**src/rtl/cal_pkg.sv**
```systemverilog
package cal_pkg;
  localparam int unsigned YEAR_BASE = 1970;
  localparam logic [7:0] ADDR_CTRL = 8'h00;
  localparam logic [7:0] ADDR_DATE = 8'h10;
  localparam logic [7:0] ADDR_TIME = 8'h14;
  localparam int unsigned BIT_DATE_BUSY = 7;
  localparam int unsigned BIT_TIME_BUSY = 8;
  localparam logic [31:0] TIME_MASK = 32'h001F_3F3F;
  localparam logic [31:0] DATE_MASK = 32'h007F_0F1F;

  typedef struct packed {
    logic [4:0] hour;
    logic [5:0] min;
    logic [5:0] sec;
  } tod_t;

  typedef struct packed {
    logic       leap;
    logic [5:0] year;
    logic [3:0] mon;
    logic [4:0] day;
  } cal_t;

  function automatic logic [31:0] tod_pack(tod_t t);
    return {11'b0, t.hour, 2'b0, t.min, 2'b0, t.sec};
  endfunction

  function automatic tod_t tod_unpack(logic [31:0] w);
    tod_t t;
    t.hour = w[20:16];
    t.min  = w[13:8];
    t.sec  = w[5:0];
    return t;
  endfunction

  function automatic logic [31:0] cal_pack(cal_t c);
    return {9'b0, c.leap, c.year, 4'b0, c.mon, 3'b0, c.day};
  endfunction

  function automatic cal_t cal_unpack(logic [31:0] w);
    cal_t c;
    c.leap = w[22];
    c.year = w[21:16];
    c.mon  = w[11:8];
    c.day  = w[4:0];
    return c;
  endfunction
endpackage

```
**src/rtl/cal_stage.sv**
```systemverilog
module cal_stage #(
  parameter int unsigned W = 32
) (
  input  logic         clk_i,
  input  logic         rst_ni,
  input  logic         wr_i,
  input  logic [W-1:0] wdata_i,
  input  logic         tick_i,
  output logic         busy_o,
  output logic         load_o,
  output logic [W-1:0] pend_o
);
  logic         busy_q;
  logic [W-1:0] pend_q;

  // a write in the tick cycle wins over the commit
  assign load_o = busy_q & tick_i & ~wr_i;

  always_ff @(posedge clk_i or negedge rst_ni) begin
    if (!rst_ni) begin
      busy_q <= 1'b0;
      pend_q <= '0;
    end else if (wr_i) begin
      busy_q <= 1'b1;
      pend_q <= wdata_i;
    end else if (load_o) begin
      busy_q <= 1'b0;
    end
  end

  assign busy_o = busy_q;
  assign pend_o = pend_q;
endmodule

```
**src/rtl/cal_tod_cnt.sv**
```systemverilog
module cal_tod_cnt
  import cal_pkg::*;
(
  input  logic clk_i,
  input  logic rst_ni,
  input  logic tick_i,
  input  logic load_i,
  input  tod_t load_val_i,
  output tod_t tod_o,
  output logic day_carry_o
);
  tod_t tod_q, tod_d;
  logic sec_end, min_end, hour_end;

  assign sec_end  = (tod_q.sec == 6'd59);
  assign min_end  = (tod_q.min == 6'd59);
  assign hour_end = (tod_q.hour == 5'd23);

  always_comb begin
    tod_d = tod_q;
    if (load_i) begin
      tod_d = load_val_i;
    end else if (tick_i) begin
      tod_d.sec = sec_end ? 6'd0 : tod_q.sec + 6'd1;
      if (sec_end) begin
        tod_d.min = min_end ? 6'd0 : tod_q.min + 6'd1;
        if (min_end) tod_d.hour = hour_end ? 5'd0 : tod_q.hour + 5'd1;
      end
    end
  end

  assign day_carry_o = tick_i & ~load_i & sec_end & min_end & hour_end;

  always_ff @(posedge clk_i or negedge rst_ni) begin
    if (!rst_ni) tod_q <= '0;
    else         tod_q <= tod_d;
  end

  assign tod_o = tod_q;
endmodule

```
**src/rtl/cal_date_cnt.sv**
```systemverilog
module cal_date_cnt
  import cal_pkg::*;
(
  input  logic clk_i,
  input  logic rst_ni,
  input  logic adv_i,
  input  logic load_i,
  input  cal_t load_val_i,
  output cal_t cal_o
);
  cal_t       cal_q, cal_d;
  logic [4:0] mon_len;
  logic [5:0] year_nx;
  logic [10:0] year_abs;

  always_comb begin
    unique case (cal_q.mon)
      4'd2:                       mon_len = cal_q.leap ? 5'd29 : 5'd28;
      4'd4, 4'd6, 4'd9, 4'd11:    mon_len = 5'd30;
      default:                    mon_len = 5'd31;
    endcase
  end

  assign year_nx  = cal_q.year + 6'd1;
  assign year_abs = 11'(YEAR_BASE) + {5'b0, year_nx};

  always_comb begin
    cal_d = cal_q;
    if (load_i) begin
      cal_d = load_val_i;
    end else if (adv_i) begin
      if (cal_q.day >= mon_len) begin
        cal_d.day = 5'd1;
        if (cal_q.mon >= 4'd12) begin
          cal_d.mon  = 4'd1;
          cal_d.year = year_nx;
          cal_d.leap = (year_abs[1:0] == 2'b00);
        end else begin
          cal_d.mon = cal_q.mon + 4'd1;
        end
      end else begin
        cal_d.day = cal_q.day + 5'd1;
      end
    end
  end

  always_ff @(posedge clk_i or negedge rst_ni) begin
    if (!rst_ni) cal_q <= '{leap: 1'b0, year: 6'd0, mon: 4'd1, day: 5'd1};
    else         cal_q <= cal_d;
  end

  assign cal_o = cal_q;
endmodule

```
**src/rtl/cal_timekeeper.sv**
```systemverilog
module cal_timekeeper
  import cal_pkg::*;
#(
  parameter int unsigned ADDR_W = 8,
  parameter int unsigned DATA_W = 32
) (
  input  logic              clk_i,
  input  logic              rst_ni,
  input  logic              tick_i,
  input  logic              we_i,
  input  logic [ADDR_W-1:0] addr_i,
  input  logic [DATA_W-1:0] wdata_i,
  output logic [DATA_W-1:0] rdata_o
);
  logic        wr_time, wr_date;
  logic        time_busy, date_busy, time_load, date_load;
  logic [31:0] time_pend, date_pend;
  logic [31:0] time_word, date_word, ctrl_word;
  logic        day_carry;
  tod_t        tod;
  cal_t        cal;

  assign wr_time = we_i & (addr_i == ADDR_W'(ADDR_TIME));
  assign wr_date = we_i & (addr_i == ADDR_W'(ADDR_DATE));

  cal_stage #(.W(32)) u_time_stage (
    .clk_i, .rst_ni, .wr_i(wr_time), .wdata_i(wdata_i[31:0] & TIME_MASK),
    .tick_i, .busy_o(time_busy), .load_o(time_load), .pend_o(time_pend)
  );

  cal_stage #(.W(32)) u_date_stage (
    .clk_i, .rst_ni, .wr_i(wr_date), .wdata_i(wdata_i[31:0] & DATE_MASK),
    .tick_i, .busy_o(date_busy), .load_o(date_load), .pend_o(date_pend)
  );

  cal_tod_cnt u_tod (
    .clk_i, .rst_ni, .tick_i, .load_i(time_load),
    .load_val_i(tod_unpack(time_pend)), .tod_o(tod), .day_carry_o(day_carry)
  );

  cal_date_cnt u_date (
    .clk_i, .rst_ni, .adv_i(day_carry), .load_i(date_load),
    .load_val_i(cal_unpack(date_pend)), .cal_o(cal)
  );

  assign time_word = tod_pack(tod);
  assign date_word = cal_pack(cal);

  always_comb begin
    ctrl_word = '0;
    ctrl_word[BIT_TIME_BUSY] = time_busy;
    ctrl_word[BIT_DATE_BUSY] = date_busy;
  end

  always_comb begin
    unique case (addr_i)
      ADDR_W'(ADDR_CTRL): rdata_o = DATA_W'(ctrl_word);
      ADDR_W'(ADDR_DATE): rdata_o = DATA_W'(date_word);
      ADDR_W'(ADDR_TIME): rdata_o = DATA_W'(time_word);
      default:            rdata_o = '0;
    endcase
  end
endmodule

```
**config.mk**
```make
export PLATFORM = sky130hd
export DESIGN_NAME = cal_timekeeper
export DESIGN_NICKNAME = d
export VERILOG_FILES = /design/src/rtl/cal_pkg.sv /design/src/rtl/cal_stage.sv /design/src/rtl/cal_tod_cnt.sv /design/src/rtl/cal_date_cnt.sv /design/src/rtl/cal_timekeeper.sv
export SDC_FILE = /design/constraint.sdc
export NUM_CORES = 1
export LEC_CHECK = 0
export CAP_MARGIN = 5
export CORE_MARGIN = 2
export CORE_UTILIZATION = 55
export CTS_BUF_LIST = sky130_fd_sc_hd__clkbuf_16
export DETAILED_ROUTE_END_ITERATION = 6
export PLACE_DENSITY_LB_ADDON = 0.2
export SKIP_CTS_REPAIR_TIMING = 1
export SLEW_MARGIN = 20
export SYNTH_ARGS = -nofsm -noshare
export SYNTH_HDL_FRONTEND = slang
export SYNTH_SLANG_ARGS = --single-unit
```
**constraint.sdc**
```tcl
create_clock -name clk_i -period 6.5 [get_ports clk_i]
set_input_delay 0.65 -clock clk_i [delete_from_list [all_inputs] [get_ports clk_i]]
set_output_delay 0.65 -clock clk_i [all_outputs]
set_load 0.1 [all_outputs]
```
==> metrics.md <==
| Metric | Value |
|---|---|
| Status | `finished clean` |
| Startpoint Class | `primary input` |
| Synth async-reset ratio | `1.000` |
| Final Hold Viols | `0` |
| Area grow syn2layout | `19.95%` |
| Synth cell types | `50` |
| H-tree levels | `3` |
| Avg WL per Cell | `around 18 um` |
| Multi-input gate area | `1898 um2` |
| R2R depth | `6` |
| Worst EP required | `5.85 ns` |
| DRT antenna net count | `0` |
| Die area | `about 7500 um2` |
| Initial core utilization | `0.5620` |
| Lkg Pwr | `just over 0.002 uW` |
| Period minus WS final | `4.446 ns` |
| Fraction of layout cells with a size suffix above 1 | `0.1285` |
| Worst Setup SP | `addr_i[7]` |
| Crit path kind | `in2out` |
| Reg-to-reg startpoint | `u_tod.tod_o[0]` |
| Hold WS | `around 0.50 ns` |
| Routed vias | `between 3000 and 4000` |
| Design Power | `around 1200 uW` |
| CTS root buffer | `clkbuf_16` |
| FF/Latch Area | `between 1500 and 2000 um2` |
| Synth area leaders | `dfrtp_1 (44%), mux2_2 (9.8%), ha_1 (4.0%)` |
| Vias in the first global route | `~3000` |
| Mapped cell area | `3776 um2` |
| Most used flip-flop cell after synthesis | `dfrtp_1` |
| Final setup fails | `0` |
| Overall routing resource usage | `0.2531` |
| Overflow after GRT | `0` |
| Die height | `86.86 um` |
| Sequential fraction of the synthesis area | `0.4513` |
| Filler instances | `about 530` |
| Placed cell area | `roughly 4300 um2` |
| Row cnt | `30` |
| Area of the core | `around 6700 um2` |
| Worst slew pin tran | `roughly 1.0 ns` |
| R2r setup slk | `about 3.7 ns` |
| R2r endpoint | `u_date.cal_o[13]` |
| Initial antenna violation count | `0` |
| First-pass GRT wire length | `around 15000 um` |
| Fin area | `4529 um2` |
| # IOs | `76` |
| Synth Instances | `381` |
| Final GP Congestion | `roughly 0.88` |
| DR vias/cell | `roughly 6` |
| Final Max Tran Viols | `0` |
| Max frequency | `224.9 MHz` |
| CTS Buffer Depth | `2` |
| Setup TNS | `0 ns` |
| Fin Clk Skew | `between 0.004 and 0.005 ns` |
| Most numerous cell in the Yosys netlist | `dfrtp_1` |
| Number of synthesized register bits | `68` |
| Hold path start | `u_date_stage.pend_o[0]` |
| Die span in x | `86.86 um` |
| Clock transition at the registers of the reported paths | `~0.050 ns` |
| Top cell type's share of synthesized area | `0.4374` |
| EDFF count, synth | `0` |
| CTS tree | `built` |
| DRC | `0` |
| Max cap viols | `0` |
| Area leader, netlist | `dfrtp_1` |
| CP endpoint kind | `output pin` |
| PwrDens | `257.6 nW/um2` |
| Antenna Cells | `0` |
| Synth warn | `0` |
| HPWL Detailed | `slightly above 6000 um` |
| CTS Sinks | `68` |
| DRT Wirelength | `roughly 9100 um` |
| Syn_area_per_cell | `9.911 um2` |
| Most frequent cells after synthesis | `dfrtp_1 (66), mux2_2 (33), nor2_1 (27)` |
| Drt pass-1 iters | `4` |
| Largest net degree at the start of global routing | `69` |
| Worst Path Arrival | `3.80 ns` |
| Initial drt markers | `224` |
| Max Fanout on Critical Path | `14` |
| Unrepaired setup endpoints after global routing | `no` |
| VDD IR-drop max | `0.1371 mV` |
| CP endpoint | `rdata_o[8]` |
| Worst-skew pair later-pin latency | `0.33 ns` |
| IO buf count | `50` |
| Total CTS buffers | `9` |
| Fin nets | `roughly 480` |
| HP Class | `reg2reg` |
| Slew headroom | `0.3047` |
| Tcrit/Tclk final | `0.6841` |
[critical path, cell delays in order]
cell             delay, ns
clkdlybuf4s50_1       0.49
nor4b_4               0.45
and2_0                0.73
a22oi_1               0.23
nand2_1               0.12
clkdlybuf4s50_1       1.13
[final cells by class]
| type | instances | share of cell area |
|---|---|---|
| multi-input cells | 277 | 0.4191 |
| clock buffers | 9 | 0.04972 |
| repair buffers | 54 | 0.1160 |
| clock inverters | 7 | 0.006077 |
| flip-flops and latches | 68 | 0.3762 |
| inverters | 13 | 0.01077 |
| well taps | 80 | 0.02210 |
[cell families after synthesis]
group                      synth area share
and+or+nand+nor                      0.1677
AOI/OAI and AO/OA                    0.1776
DFF                                  0.4513
buffers and inverters               0.05898
muxes                                0.1037
adders and majority gates           0.03976
other                             0.0009931
[routing by layer]
layer	wire length, um	up-vias	track usage
met2	4443	86	0.4060
li1	-	1464	-
met1	4106	1572	0.3416
met4	167	0	0.09659
met5	0	-	0
met3	338	19	0.04739
[placed cells by master, fill, tap and decap left out, drive strengths merged, types with 3 or more instances in the layout]
cell type and instances:
nand2 22, conb 12, o21ai 25, dfrtp 66, and2 6, o22ai 3, a22o 17, a31oi 13
or2 3, nand4 4, or4 5, o31ai 9, clkinv 4, ha 12, nor4 6, a21oi 19
nand2b 5, nor2 27, clkbuf 9, inv 16, nor3 6, clkdlybuf4s50 49, nand4b 5, mux2 33
or3 4, nand3 11, buf 5, and3 5
[stage by stage]
step | std cells | util | setup slack (ns)
5_1_grt | 508 | 0.6741 | 1.940
3_5_place_dp | 492 | 0.6365 | 2.041
4_1_cts | 508 | 0.6741 | 2.041
6_report | 508 | 0.6741 | 2.054
2_1_floorplan | 392 | - | 1.954
3_3_place_gp | 492 | 0.6365 | 2.091
[sequential cells by signal, summed over array words and instances (netlist names)]
signal and flops:
u_date_stage.pend_o 16, u_time_stage.pend_o 17, u_date.cal_o 16, u_date_stage.busy_o 1, u_tod.tod_o 17, u_time_stage.busy_o 1
[power by group]
part | total (uW) | internal (uW) | switching (uW)
Combinational | 213 | 90.1 | 123
Clock | 414 | 249 | 165
Sequential | 540 | 477 | 63.3
[worst min path at each step]
stage | to | slack (ns) | cells after the start
after floorplan | u_date.cal_o[10] | 0.35 | 0
after global placement | u_date.cal_o[5] | 0.47 | 2
after detailed placement | u_date.cal_o[5] | 0.48 | 2
after CTS | u_date.cal_o[0] | 0.50 | 2
after global routing | u_time_stage.pend_o[4] | 0.53 | 1
final | u_date.cal_o[0] | 0.50 | 2
Power figures use the tool's default switching activity.
